<file path="config.mk">
export PLATFORM = sky130hd
export DESIGN_NAME = lifo_shift_stack
export DESIGN_NICKNAME = d
export VERILOG_FILES = /design/src/rtl/lifo_pkg.sv /design/src/rtl/lifo_ctrl.sv /design/src/rtl/lifo_cell.sv /design/src/rtl/lifo_shift_stack.sv
export SDC_FILE = /design/constraint.sdc
export NUM_CORES = 1
export LEC_CHECK = 0
export BUFFER_PORTS_ARGS = -buffer_cell sky130_fd_sc_hd__buf_2
export CORE_MARGIN = 10
export CORE_UTILIZATION = 50
export DETAILED_ROUTE_END_ITERATION = 10
export HOLD_SLACK_MARGIN = 0.02
export PLACE_DENSITY = 0.68
export RECOVER_POWER = 50
export SYNTH_ARGS = -nofsm -noshare
export SYNTH_HDL_FRONTEND = slang
export SYNTH_SLANG_ARGS = --single-unit
</file>
<file path="constraint.sdc">
create_clock -name clk -period 6.6 [get_ports clk]
set_input_delay 0.33 -clock clk [delete_from_list [all_inputs] [get_ports clk]]
set_output_delay 0.33 -clock clk [all_outputs]
set_load 0.01 [all_outputs]
</file>
<file path="src/rtl/lifo_pkg.sv">
// Shared types for the shift-register stack.
// Assumes: one shift action per cycle, chosen by the controller.
package lifo_pkg;
    typedef enum logic [1:0] {
        SH_HOLD = 2'd0,   // cells keep their words
        SH_DOWN = 2'd1,   // push: new word on top, rest one deeper
        SH_UP   = 2'd2,   // pop: every word one toward the top
        SH_SWAP = 2'd3    // top cell replaced, rest hold
    } shift_op_e;
endpackage

</file>
<file path="src/rtl/lifo_ctrl.sv">
// Decodes the strobes into one shift action, keeps the word count,
// and produces the flag and pulse outputs.
// Assumes: DEPTH >= 2; the count never exceeds DEPTH-1.
module lifo_ctrl
    import lifo_pkg::*;
#(
    parameter int DEPTH = 8,
    localparam int CW = $clog2(DEPTH)
) (
    input  logic          clk,
    input  logic          rst_n,
    input  logic          push_i,
    input  logic          pop_i,
    input  logic          peek_i,
    output shift_op_e     op_o,
    output logic          rd_fire_o,
    output logic [CW-1:0] count_o,
    output logic          empty_o,
    output logic          full_o,
    output logic          ovf_o,
    output logic          unf_o
);
    localparam logic [CW-1:0] LAST = CW'(DEPTH - 1);

    logic [CW-1:0] cnt_q;
    logic          ovf_q;
    logic          unf_q;

    // flags derived from the stored count
    always_comb begin
        empty_o = (cnt_q == '0);
        full_o  = (cnt_q == LAST);
    end

    // choose the single shift action for this cycle
    always_comb begin
        op_o = SH_HOLD;
        if (push_i && pop_i && !empty_o)
            op_o = SH_SWAP;
        else if (push_i && !full_o)
            op_o = SH_DOWN;
        else if (pop_i && !empty_o)
            op_o = SH_UP;
    end

    // a read of the top word happens on pop or peek with data present
    always_comb rd_fire_o = (pop_i || peek_i) && !empty_o;

    // count update and one-cycle error pulses
    always_ff @(posedge clk) begin
        if (!rst_n) begin
            cnt_q <= '0;
            ovf_q <= 1'b0;
            unf_q <= 1'b0;
        end else begin
            case (op_o)
                SH_DOWN: cnt_q <= cnt_q + CW'(1);
                SH_UP:   cnt_q <= cnt_q - CW'(1);
                default: cnt_q <= cnt_q;
            endcase
            ovf_q <= push_i && !pop_i && full_o;
            unf_q <= pop_i && empty_o;
        end
    end

    assign count_o = cnt_q;
    assign ovf_o   = ovf_q;
    assign unf_o   = unf_q;
endmodule

</file>
<file path="src/rtl/lifo_cell.sv">
// One word register of the chain. It loads from the cell above on a
// push, from the cell below on a pop, and from the input word on a
// swap when it is the top cell.
// Assumes: src_dn of the top cell is the pushed word, src_up of the
// bottom cell is zero.
module lifo_cell
    import lifo_pkg::*;
#(
    parameter int WIDTH  = 16,
    parameter bit IS_TOP = 1'b0
) (
    input  logic             clk,
    input  logic             rst_n,
    input  shift_op_e        op_i,
    input  logic [WIDTH-1:0] src_dn_i,
    input  logic [WIDTH-1:0] src_up_i,
    output logic [WIDTH-1:0] q_o
);
    // select the next word for this cell
    always_ff @(posedge clk) begin
        if (!rst_n) begin
            q_o <= '0;
        end else begin
            case (op_i)
                SH_DOWN: q_o <= src_dn_i;
                SH_UP:   q_o <= src_up_i;
                SH_SWAP: if (IS_TOP) q_o <= src_dn_i;
                default: q_o <= q_o;
            endcase
        end
    end
endmodule

</file>
<file path="src/rtl/lifo_shift_stack.sv">
// Shift-register LIFO: DEPTH word cells chained neighbour to neighbour,
// with a registered read port on the top cell.
// Assumes: DEPTH >= 2; full is declared at DEPTH-1 words, so the deepest
// cell only ever holds zero.
module lifo_shift_stack
    import lifo_pkg::*;
#(
    parameter int DEPTH = 8,
    parameter int WIDTH = 16,
    localparam int CW = $clog2(DEPTH)
) (
    input  logic             clk,
    input  logic             rst_n,
    input  logic             push_i,
    input  logic             pop_i,
    input  logic             peek_i,
    input  logic [WIDTH-1:0] din_i,
    output logic [WIDTH-1:0] dout_o,
    output logic             dout_vld_o,
    output logic             empty_o,
    output logic             full_o,
    output logic             ovf_o,
    output logic             unf_o,
    output logic [CW-1:0]    count_o
);
    shift_op_e        op;
    logic             rd_fire;
    logic [WIDTH-1:0] cell_q [DEPTH];
    logic [WIDTH-1:0] dout_q;
    logic             vld_q;

    lifo_ctrl #(.DEPTH(DEPTH)) u_ctrl (
        .clk       (clk),
        .rst_n     (rst_n),
        .push_i    (push_i),
        .pop_i     (pop_i),
        .peek_i    (peek_i),
        .op_o      (op),
        .rd_fire_o (rd_fire),
        .count_o   (count_o),
        .empty_o   (empty_o),
        .full_o    (full_o),
        .ovf_o     (ovf_o),
        .unf_o     (unf_o)
    );

    // the chain of cells: top takes din_i, bottom refills with zero
    for (genvar k = 0; k < DEPTH; k++) begin : g_cell
        logic [WIDTH-1:0] dn_src;
        logic [WIDTH-1:0] up_src;
        if (k == 0) begin : g_top
            assign dn_src = din_i;
        end else begin : g_mid
            assign dn_src = cell_q[k-1];
        end
        if (k == DEPTH - 1) begin : g_bot
            assign up_src = '0;
        end else begin : g_inner
            assign up_src = cell_q[k+1];
        end
        lifo_cell #(.WIDTH(WIDTH), .IS_TOP(k == 0)) u_cell (
            .clk      (clk),
            .rst_n    (rst_n),
            .op_i     (op),
            .src_dn_i (dn_src),
            .src_up_i (up_src),
            .q_o      (cell_q[k])
        );
    end

    // registered read port on the top cell
    always_ff @(posedge clk) begin
        if (!rst_n) begin
            dout_q <= '0;
            vld_q  <= 1'b0;
        end else begin
            vld_q <= rd_fire;
            if (rd_fire) dout_q <= cell_q[0];
        end
    end

    assign dout_o     = dout_q;
    assign dout_vld_o = vld_q;
endmodule

</file>
Word-level counts from Yosys, hierarchy flattened
Index checks and enable logic that the tools add are counted.

Memories kept: 0. Word-level logic and storage cells: 47. Bits in latches: 0. Register bits: 150. RAM bits: 0. ROM bits: 0. Input port bits: 21. Output and inout bits: 24.

Shifts and indexed selects: 0. Magnitude comparators: 0. Divide/modulo/power cells: 0. Bitwise gates (word level): 0. Equality and inequality tests: 4. Multiply operators: 0. Add/sub/neg operators: 2. Reductions and logical operators: 16. Mux-type cells: 12.

Operators by type and width (count): one-hot mux 16 bit (2 select lines) (8); logical AND 1 bit (8); two-way mux 2 bit (3); one-hot mux 3 bit (2 select lines) (1); equality test 2 bit, second input constant (2); nonzero test 2 bit (2); adder 3 x 1 -> 3 bit, second input constant (1); equality test 3 bit, second input constant (1); logical NOT 1 bit (3); logical NOT 3 bit (1); subtractor 3 x 1 -> 3 bit, second input constant (1); equality test 2 x 1 -> 1 bit, second input constant (1); OR reduction 2 bit (1); logical OR 1 bit (1).

Longest topological paths before layout
Gate-level depths: netlist of the first run.

Word-level depth: 9. Depth in mapped cells: 12.

By module
From an unflattened synthesis of the first run, not the netlist that was laid out.

Cell total of the unflattened synthesis: 666. Area total of the unflattened synthesis: 7837.5 um^2.

By module, submodules not included: lifo_cell (g_cell[1].u_cell ...) (area an instance 868.3 um^2, times used 7, seq. area each 320.3 um^2, cells each 73); lifo_cell (g_cell[0].u_cell) (area an instance 852.1 um^2, times used 1, seq. area each 320.3 um^2, cells each 71); lifo_shift_stack (area an instance 646.9 um^2, times used 1, seq. area each 340.3 um^2, cells each 54); lifo_ctrl (area an instance 260.2 um^2, times used 1, seq. area each 100.1 um^2, cells each 30).

Worst setup path before layout of the first run
OpenSTA, ideal clock, no wires.

Kind: reg2reg. From: register u_ctrl.cnt_q[0] (netlist: u_ctrl.count_o[0]). To: register u_ctrl.cnt_q[2] (netlist: u_ctrl.count_o[2]). Required time: 6528 ps. Setup slack: 4090 ps. Arrival: 2438 ps. Buffers on the path: 3. Period minus slack after synthesis: 2510 ps. Library setup time: 72 ps. Cell stages (with the launch flop): 12. Cell sequence: dfxtp_1 > nand4b_4 > clkbuf_2 > nand2_1 > ha_1 > buf_2 > clkbuf_1 > xor2_1 > ha_1 > a21oi_1 > mux2i_1 > mux2i_1.

Longest elaborated chain between the ends: 8. Elaborated cells on any way between the ends: 16.

Ends and longest elaborated chain: start, declared (line lifo_ctrl.sv:25) `logic [CW-1:0] cnt_q;`; start signal, assigned (line lifo_ctrl.sv:57) `SH_DOWN: cnt_q <= cnt_q + CW'(1);`; start signal, assigned (line lifo_ctrl.sv:58) `SH_UP: cnt_q <= cnt_q - CW'(1);`; start signal, assigned (line lifo_ctrl.sv:59) `default: cnt_q <= cnt_q;`; logical NOT 3 bit (line lifo_ctrl.sv:31) `empty_o = (cnt_q == '0);`; logical NOT 1 bit (line lifo_ctrl.sv:38, lifo_ctrl.sv:42); logical AND 1 bit (line lifo_ctrl.sv:42) `else if (pop_i && !empty_o)`; two-way mux 2 bit (line lifo_ctrl.sv:42); two-way mux 2 bit (line lifo_ctrl.sv:40) `else if (push_i && !full_o)`; two-way mux 2 bit (line lifo_ctrl.sv:38) `if (push_i && pop_i && !empty_o)`; equality test 2 bit / equality test 2 x 1 -> 1 bit (equally long branches) (line lifo_ctrl.sv:56) `case (op_o)`; one-hot mux 3 bit (2 select lines) / nonzero test 2 bit (equally long branches).

Several ways; a longest one is shown, not always the timed one. A chain may end at the register's enable or synchronous reset.

Final worst setup path of the first run
From: input rst_n. To: register g_cell[0].u_cell.q_o[1].

RTL lines: start, declared (line lifo_shift_stack.sv:13) `input logic rst_n,`; end signal, assigned (line lifo_cell.sv:25) `SH_DOWN: q_o <= src_dn_i;`; end signal, assigned (line lifo_cell.sv:26) `SH_UP: q_o <= src_up_i;`; end signal, assigned (line lifo_cell.sv:27) `SH_SWAP: if (IS_TOP) q_o <= src_dn_i;`; end, declared (line lifo_cell.sv:17) `output logic [WIDTH-1:0] q_o`.

No word-level cell between the ends.

==> impl_metrics.tcl, run 1 <==
set metrics [dict create \
    critPathBufInv 1 \
    ys_ff_latch 150 \
    total_power_mw 2.83 \
    place_area_sq_mm 0.00718 \
    failed_checks "capacitance limit, slew limit" \
    drive_above_1_share 0.0801 \
    grt_pass1_vias 4905 \
    finalWorstPathRequiredPeriod_ns 3.97 \
    avgSynthCellArea_sq_um 8.88 \
    synth_compound_area_frac 0.144 \
    internal_power_mw 1.94 \
    synthSimpleGateAreaFrac 0.232 \
    core_area_sq_mm 0.0138 \
    sequentialPowerShare 0.374 \
    synth.area.mux_share 0.142 \
    rsz0062_at_grt "false" \
    clkPwrFrac 0.380 \
    worst_pin_slew_ns 4.83 \
    clockBufferDepth 2 \
    gp_congestion 0.728 \
    switching_power_mw 0.896 \
    maxCapViolCount 1 \
    clk_pin_slew_ns 0.06 \
    synth_top_flop_cell "dfxtp_1" \
    place_ws_ns 2.93 \
    topRoutingLayerUsed "met4" \
    drc 0 \
    dpl.cell_count 947 \
    boundaryPins 45 \
    comb_power_share 0.247 \
    fmax_mhz 252 \
    netlist_instances 788 \
    relSlewSlack -2.22 \
    antenna_found_initial 0 \
    synth_xor_area_frac 0.00250 \
    setup_violations 0 \
    period_share 0.602 \
    setup-tns-final_ns 0 \
    fin_ws_ns 2.63 \
    insertion_delay_ns 0.42 \
    wl_per_cell_um 13.6 \
    hold_violations 0 \
    synth_top_family_by_area "simple AND/OR/NAND/NOR gates" \
    synth-seq-area-share 0.429 \
    area_growth_pct 11.6 \
    drv_slew 152 \
    die_area_sq_mm 0.0191 \
    slowest_stage "clkbuf_1" \
    fill_cells 1235 \
    grt_max_degree 152 \
    hp-class "primary input to flop" \
    cts_resized 0 \
    postLayoutCellArea_sq_mm 0.00780 \
    path_cells "clkbuf_1 -> o311a_1" \
    cts_setup_buffers 0 \
    powerDensity_mw_per_mm2 363 \
    syn_nets 813 \
    cp_top_family "buffers and inverters" \
    grt_usage 0.139 \
    yosys_warnings 0 \
    swShare 0.316 \
    start_kind "primary input" \
    tritoncts_num_sinks 150 \
    grt_pass1_wl_um 22800 \
    irDropWorstVdd_mv 0.261 \
    synth_edf_count 0 \
    numCtsBuffers 17 \
    wl_met2_um 7050 \
    crit_type "primary input to flop" \
    mostFrequentLayoutCell "dfxtp_1" \
    synthArstFlopShare 0 \
    ys_types 31 \
    viasPerCell 5.22 \
    postCtsHoldBufs 0 \
    dr_total_vias 5112 \
    crit_fanout 151 \
    io_buffers 44 \
    critical_path.max_stage_delay_ns 3.31 \
    firstDrtPassIters 5 \
    postRouteAntennaNets 0 \
    die_w_um 138 \
    die_h_um 138 \
    outcome "finished, violations left" \
    cp.arrival_ns 4.32 \
    root_buffer "clkbuf_16" \
    synth_area_sq_mm 0.00700 \
    rows 43 \
    wl_met1_um 5740 \
    antennaDiodeCount 0 \
    final_cell_mix "150 x dfxtp_1, 130 x nand2_1, 99 x mux2i_1, 96 x o21ai_0, 92 x and2_1" \
    cp-end-kind "flop" \
    cts_tree "yes" \
    cp.required_ns 6.95 \
    final_nets 811 \
    yosys.area_share.adder 0.00715 \
    p_leak_nw 2.77 \
    stdcell_count 979 \
    finalClockSkew_ns 0.00843 \
    wirelength_um 13300 \
    drt_iter0_markers 281 \
    grt_remaining_overflow 0 \
    htreeDepth 4 \
    dp_hpwl_um 8280 \
    start_util 0.508 \
    dr_wl_met3_um 373 \
]
-- area by class of cell --
| type | count | area, sq um | share of cell area |
|---|---|---|---|
| Sequential cell | 150 | 3000 | 0.385 |
| Clock inverter | 14 | 230 | 0.0295 |
| Clock buffer | 18 | 429 | 0.0550 |
| Multi-Input combinational cell | 570 | 3710 | 0.475 |
| Timing Repair Buffer | 46 | 204 | 0.0261 |
| Tap cell | 180 | 225 | 0.0289 |
| Inverter | 1 | 3.75 | 0.000481 |
-- flip-flops by register name (all words and copies together) (netlist names) --
register           flops
u_ctrl.count_o         3
dout_vld_o             1
g_cell.u_cell.q_o    128
u_ctrl.ovf_o           1
dout_o                16
u_ctrl.unf_o           1
-- cell usage after synthesis, types with 3 or more instances --
cell | number | area (sq um)
a21boi_0 | 31 | 233
a21oi_1 | 17 | 85.1
and2_1 | 98 | 613
and3_1 | 11 | 68.8
and3_2 | 4 | 30.0
and3_4 | 3 | 33.8
buf_1 | 4 | 15.0
buf_2 | 20 | 100
buf_6 | 3 | 33.8
clkbuf_1 | 38 | 143
dfxtp_1 | 150 | 3000
ha_1 | 4 | 50.1
mux2i_1 | 99 | 991
nand2_1 | 130 | 488
nand2b_1 | 17 | 106
nor2b_1 | 19 | 119
nor3b_1 | 16 | 120
o21ai_0 | 96 | 480
o311a_1 | 16 | 160
-- path summary, 6_finish.rpt --
check	startpoint	end	slack, ns	depth (start not counted)
max	rst_n	g_cell[0].u_cell.q_o[1]	2.63	2
min	pop_i	u_ctrl.unf_o	0.24	2
max reg2reg	u_ctrl.count_o[1]	g_cell[4].u_cell.q_o[8]	2.90	7
min reg2reg	dout_o[4]	dout_o[4]	0.47	2
-- routing by layer --
| metal | global-route usage | vias up |
|---|---|---|
| met1 | 0.151 | 2368 |
| met5 | 0 | - |
| met2 | 0.249 | 50 |
| li1 | - | 2677 |
| met3 | 0.0397 | 17 |
| met4 | 0.0544 | 0 |
-- stage by stage --
step	utilization	hold slack (ns)
2_1_floorplan	-	0.438
3_3_place_gp	0.521	0.444
3_5_place_dp	0.521	0.444
4_1_cts	0.569	0.232
5_1_grt	0.567	0.234
6_report	0.567	0.242
-- power groups by stage --
stage	clock network, mW	logic (mW)	registers [mW]
after floorplan	0	0.599	1.06
after global placement	0	0.690	1.07
after detailed placement	0	0.712	1.08
after CTS	1.10	0.717	1.06
after global routing	1.14	0.793	1.07
final	1.08	0.699	1.06
-- cells by family after synthesis --
family / Yosys count
xor+xnor: 2
flops: 150
simple gates: 302
mux: 99
buf+inv: 68
fa+ha+maj: 4
compound gates: 163
(Power assumes the default switching activity.)
==> run 2: changes to the inputs <==
- ABC_AREA: default -> 1
- PLACE_DENSITY: 0.68 -> 0.7
- clock period: 6.6 -> 3.4 ns (I/O delays scaled with it)
==> run 2 against run 1 <==
Compared with the run above:
- the flow now finishes without violations
- via count rose by 22%
- worst hold slack got worse by 0.18 ns
- first-iteration DRC count rose by 29%
- routed wire length rose by 14%
- die area rose by 1.7%
- global-route usage rose by 1.7 points
- critical path depth rose by 8
==> impl_metrics.tcl, run 2 <==
set metrics [dict create \
    outcome "complete, no violations" \
    htreeDepth 4 \
    yosys_warnings 0 \
    switching_power_mw 2.94 \
    synth_edf_count 0 \
    multi_input_area_sq_mm 0.00289 \
    clockBufferDepth 2 \
    firstDrtPassIters 5 \
    dp_hpwl_um 9090 \
    dr_total_vias 6239 \
    setup-tns-final_ns 0 \
    die_w_um 139 \
    setup_violations 0 \
    synth_common_cells "201 x inv_1, 191 x o21ai_0, 150 x dfxtp_1" \
    worst_pin_slew_ns 0.999 \
    grt_remaining_overflow 0 \
    irDropWorstVdd_mv 0.522 \
    core_area_sq_mm 0.0139 \
    root_buffer "clkbuf_16" \
    crit_type "flop to flop" \
    rsz0062_at_grt "false" \
    numCtsBuffers 17 \
    avgSynthCellArea_sq_um 6.77 \
    top_register "g_cell.u_cell.q_o" \
    antennaDiodeCount 0 \
    start_kind "flop" \
    final_core_util 0.560 \
    ff_latch_area_sq_mm 0.00300 \
    path_cells "inv_2 -> nand2_2 -> inv_1 -> nor2_1 -> ha_1 -> inv_1 -> clkbuf_2 -> clkbuf_2 -> a21oi_1 -> nor2_1" \
    synth_area_sq_mm 0.00713 \
    grt_pass1_wl_um 26300 \
    drt_iter0_markers 363 \
    synth_area_leaders "dfxtp_1 42%, o21ai_0 13%, inv_1 11%" \
    clkPwrFrac 0.261 \
    synth_top_cell_by_area "dfxtp_1" \
    gp_congestion 0.747 \
    relSlewSlack 0.334 \
    boundaryPins 45 \
    grt_pass1_vias 5850 \
    cp-end-kind "flop" \
    ys_types 25 \
    final_nets 1078 \
    internal_power_mw 4.64 \
    sequentialPowerShare 0.374 \
    viasPerCell 5.02 \
    wl_per_cell_um 12.3 \
    grt_max_degree 147 \
    yosysTopAreaCellShare 0.421 \
    synth_top_flop_cell "dfxtp_1" \
    fin_ws_ns 0.634 \
    hp-class "primary input to flop" \
    dpl.cell_count 1213 \
    drive_above_1_share 0.0639 \
    powerDensity_mw_per_mm2 972 \
    synth-seq-area-share 0.421 \
    finalClockSkew_ns 0.00463 \
    drv_slew 0 \
    grt_usage 0.156 \
    netlist_instances 1054 \
    ys_ff_latch 150 \
    maxCapViolCount 0 \
    fmax_mhz 362 \
    yosysMostFrequentCell "inv_1" \
    comb_power_share 0.365 \
    fill_cells 1368 \
    start_util 0.512 \
    place_ws_ns 0.787 \
    io_buffers 44 \
    hold_violations 0 \
    cts_tree "yes" \
    period_share 0.813 \
    largest_register_ff_count 128 \
    die_h_um 139 \
    swShare 0.388 \
    rows 43 \
    cp_top_family "buffers and inverters" \
    slowest_stage "clkbuf_2" \
    wirelength_um 15300 \
    fin_hold_ws_ns 0.0615 \
    crit_fanout 37 \
    finalWorstPathRequiredPeriod_ns 2.77 \
    syn_nets 1079 \
    final_cell_mix "201 x inv_1, 194 x o21ai_0, 150 x dfxtp_1, 135 x nand2_1, 129 x a21oi_1" \
    cp.arrival_ns 3.08 \
    area_growth_pct 9.35 \
    insertion_delay_ns 0.42 \
    critPathBufInv 5 \
    synthArstFlopShare 0 \
    die_area_sq_mm 0.0194 \
    stdcell_count 1244 \
    cts_setup_buffers 0 \
    critical_path.max_stage_delay_ns 0.44 \
    tritoncts_num_sinks 150 \
    postRouteAntennaNets 0 \
    mostFrequentLayoutCell "inv_1" \
    drc 0 \
    clk_pin_slew_ns 0.06 \
    p_leak_nw 3.75 \
    antenna_found_initial 0 \
    cp.required_ns 3.71 \
]
==> run 2: changes by cell type after synthesis, moves of 85 or more <==
| cell | before | now |
|---|---|---|
| mux2i_1 | 99 | 0 |
| o21ai_0 | 96 | 191 |
| and2_1 | 98 | 0 |
| inv_1 | 1 | 201 |
| nor2_1 | 1 | 86 |
| a21oi_1 | 17 | 128 |
==> run 2: final cells by class <==
type	count	share of cell area
Sequential cell	150	0.385
Clock inverter	10	0.0196
Multi-Input combinational cell	623	0.371
Tap cell	180	0.0289
Timing Repair Buffer	57	0.0379
Clock buffer	20	0.0598
Inverter	204	0.0983
==> run 2: final timing paths <==
check | cells after the start | to | slack [ns] | start
worst max-delay path | 10 | g_cell[7].u_cell.q_o[1] | 0.63 | u_ctrl.count_o[1]
worst min-delay path | 4 | u_ctrl.ovf_o | 0.06 | pop_i
worst max register to register | 10 | g_cell[7].u_cell.q_o[1] | 0.63 | u_ctrl.count_o[1]
worst min register to register | 2 | dout_o[15] | 0.46 | dout_o[15]
==> run 2: routing by layer <==
layer | wire length, um | share of wire | GRT usage | up-vias
met1 | 7020 | 0.46 | 0.181 | 2839
met4 | 221 | 0.014 | 0.0566 | 0
met2 | 7490 | 0.49 | 0.270 | 77
met3 | 539 | 0.035 | 0.0395 | 18
met5 | 0 | 0 | 0 | -
li1 | - | - | - | 3305
==> run 2: power groups by stage <==
stage	Sequential, mW	Combinational [mW]	Clock [mW]
after floorplan	2.81	2.43	0
after global placement	2.86	2.78	0
after detailed placement	2.87	2.83	0
after CTS	2.84	2.87	2.01
after global routing	2.92	3.26	2.07
final	2.84	2.77	1.98
==> run 2: tightest hold or removal path, stage by stage <==
cell	delay [ns]
buf_2	0.10
inv_1	0.07
nand3_1	0.07
nor2_1	0.04
==> run 2: per-stage QoR <==
step	power [mW]	area, sq um
after global routing	8.26	7800
after detailed placement	5.70	7260
after CTS	7.72	7890
after global placement	5.64	7260
after floorplan	5.24	7130
final	7.58	7800
==> run 2: logic make-up after synthesis <==
| family | Yosys count | synth area share |
|---|---|---|
| AOI/OAI and AO/OA | 355 | 0.250 |
| buffers and inverters | 281 | 0.170 |
| and+or+nand+nor | 262 | 0.150 |
| DFF | 150 | 0.421 |
| adders and majority gates | 4 | 0.00702 |
| xor gates and xnor gates | 2 | 0.00246 |
==> run 2: timing repair <==
action	4_1_cts	5_1_grt
hold endpoints to repair	1	0
resized for setup	0	0
hold buffers	1	0
==> run 3: changes to the inputs <==
- clock period: 3.4 -> 2.37 ns (I/O delays scaled with it)
==> run 3 against run 2 <==
Compared with the run above:
- worst hold slack worse by 0.020 ns
- first-iteration DRC count increased by 29%
- die area did not move
- count of clock-buffer cells in the layout shrank 1
- non-clock buffer count rose by 5
- via count rose by 0.95%
- largest cell class unchanged
==> impl_metrics.tcl, run 3 (synthesis gave the netlist of run 2 again) <==
set metrics [dict create \
    fill_cells 1374 \
    cp.arrival_ns 2.40 \
    swShare 0.388 \
    finalClockSkew_ns 0.00756 \
    wl_per_cell_um 12.1 \
    die_h_um 139 \
    antenna_found_initial 0 \
    drv_slew 0 \
    critical_path.max_stage_delay_ns 0.43 \
    ff_latch_area_sq_mm 0.00300 \
    worst_pin_slew_ns 1.19 \
    p_leak_nw 3.78 \
    finalWorstPathRequiredPeriod_ns 2.09 \
    sequentialPowerShare 0.365 \
    final_core_util 0.571 \
    drt_iter0_markers 470 \
    powerDensity_mw_per_mm2 1400 \
    place_ws_ns 0.279 \
    critPathBufInv 4 \
    comb_power_share 0.380 \
    wirelength_um 15200 \
    hold_violations 0 \
    internal_power_mw 6.83 \
    path_cells "inv_1 -> nand2_2 -> inv_1 -> nor2_2 -> ha_4 -> buf_6 -> o21ai_0 -> o21ai_0 -> inv_1" \
    total_power_mw 11.2 \
    fin_hold_ws_ns 0.0419 \
    fmax_mhz 479 \
    die_w_um 139 \
    drc 0 \
    final_cell_mix "203 x inv_1, 199 x o21ai_0, 150 x dfxtp_1, 135 x nand2_1, 129 x a21oi_1" \
    cp.required_ns 2.68 \
    mostFrequentLayoutCell "inv_1" \
    crit_type "flop to flop" \
    crit_fanout 64 \
    multi_input_area_sq_mm 0.00293 \
    top_register "g_cell.u_cell.q_o" \
    dp_hpwl_um 9290 \
    fin_ws_ns 0.282 \
    insertion_delay_ns 0.42 \
    start_kind "flop" \
    rsz0062_at_grt "false" \
    rows 43 \
    firstDrtPassIters 5 \
    cts_tree "yes" \
    antennaDiodeCount 0 \
    io_buffers 44 \
    largest_register_ff_count 128 \
    grt_usage 0.156 \
    numCtsBuffers 17 \
    setup_violations 0 \
    htreeDepth 4 \
    outcome "complete, no violations" \
    grt_max_degree 116 \
    clockBufferDepth 2 \
    cpMostUsedCell "inv_1" \
    relSlewSlack 0.208 \
    die_area_sq_mm 0.0194 \
    postRouteAntennaNets 0 \
    cp_top_family "buffers and inverters" \
    area_growth_pct 11.5 \
    clkPwrFrac 0.255 \
    grt_remaining_overflow 0 \
    maxCapViolCount 0 \
    grt_pass1_vias 5889 \
    gp_congestion 0.760 \
    period_share 0.881 \
    start_util 0.512 \
    dr_total_vias 6298 \
    root_buffer "clkbuf_16" \
    boundaryPins 45 \
    grt_pass1_wl_um 26400 \
    switching_power_mw 4.34 \
    core_area_sq_mm 0.0139 \
    viasPerCell 5.03 \
    hp-class "primary input to flop" \
    setup-tns-final_ns 0 \
    final_nets 1083 \
    cp-end-kind "flop" \
    slowest_stage "dfxtp_1" \
    clk_pin_slew_ns 0.06 \
    irDropWorstVdd_mv 0.905 \
    tritoncts_num_sinks 150 \
    drive_above_1_share 0.0691 \
]
[run 3: through the flow]
stage,std cells,instance area [sq um]
2_1_floorplan,1054,7130
3_3_place_gp,1217,7360
3_5_place_dp,1217,7360
4_1_cts,1251,8010
5_1_grt,1251,7950
6_report,1251,7950
[run 3: worst paths after layout]
| path | start | end | slack [ns] | depth (start not counted) |
|---|---|---|---|---|
| max | u_ctrl.count_o[1] | g_cell[2].u_cell.q_o[7] | 0.28 | 9 |
| min reg2reg | dout_o[0] | dout_o[0] | 0.46 | 2 |
| min | din_i[10] | g_cell[0].u_cell.q_o[10] | 0.04 | 5 |
| max reg2reg | u_ctrl.count_o[1] | g_cell[2].u_cell.q_o[7] | 0.28 | 9 |
[run 3: per-layer routing]
layer / vias to the layer above / track usage / part of all wire
met5: - / 0 / 0
met4: 0 / 0.0538 / 0.015
met3: 18 / 0.0384 / 0.031
met2: 75 / 0.270 / 0.50
met1: 2878 / 0.183 / 0.45
li1: 3327 / - / -
[run 3: what timing repair did]
item                                    4_1_cts  5_1_grt
hold buffers                                  2        0
endpoints found under the setup margin        0        2
gates resized for setup                       0        1
setup buffers                                 0        0
endpoints found under the hold margin         1        0
[run 3: area by class of cell]
cell class | count | share of cell area
Multi-Input combinational cell | 623 | 0.369
Inverter | 204 | 0.0964
Clock buffer | 19 | 0.0557
Clock inverter | 13 | 0.0227
Timing Repair Buffer | 62 | 0.0507
Sequential cell | 150 | 0.378
Tap cell | 180 | 0.0283
[run 3: power groups by stage]
stage | logic, mW | clock network, mW | registers, mW
floorplan | 3.48 | 0 | 4.04
global placement | 4.24 | 0 | 4.11
detailed placement | 4.31 | 0 | 4.12
CTS | 4.35 | 2.90 | 4.08
global route | 4.96 | 3.00 | 4.19
finish | 4.24 | 2.85 | 4.07
[run 3: tightest hold or removal path: stages]
cell and delay (ns):
buf_2 0.10, inv_1 0.04, a21oi_1 0.03, nor2_1 0.09
nor2_1 0.04
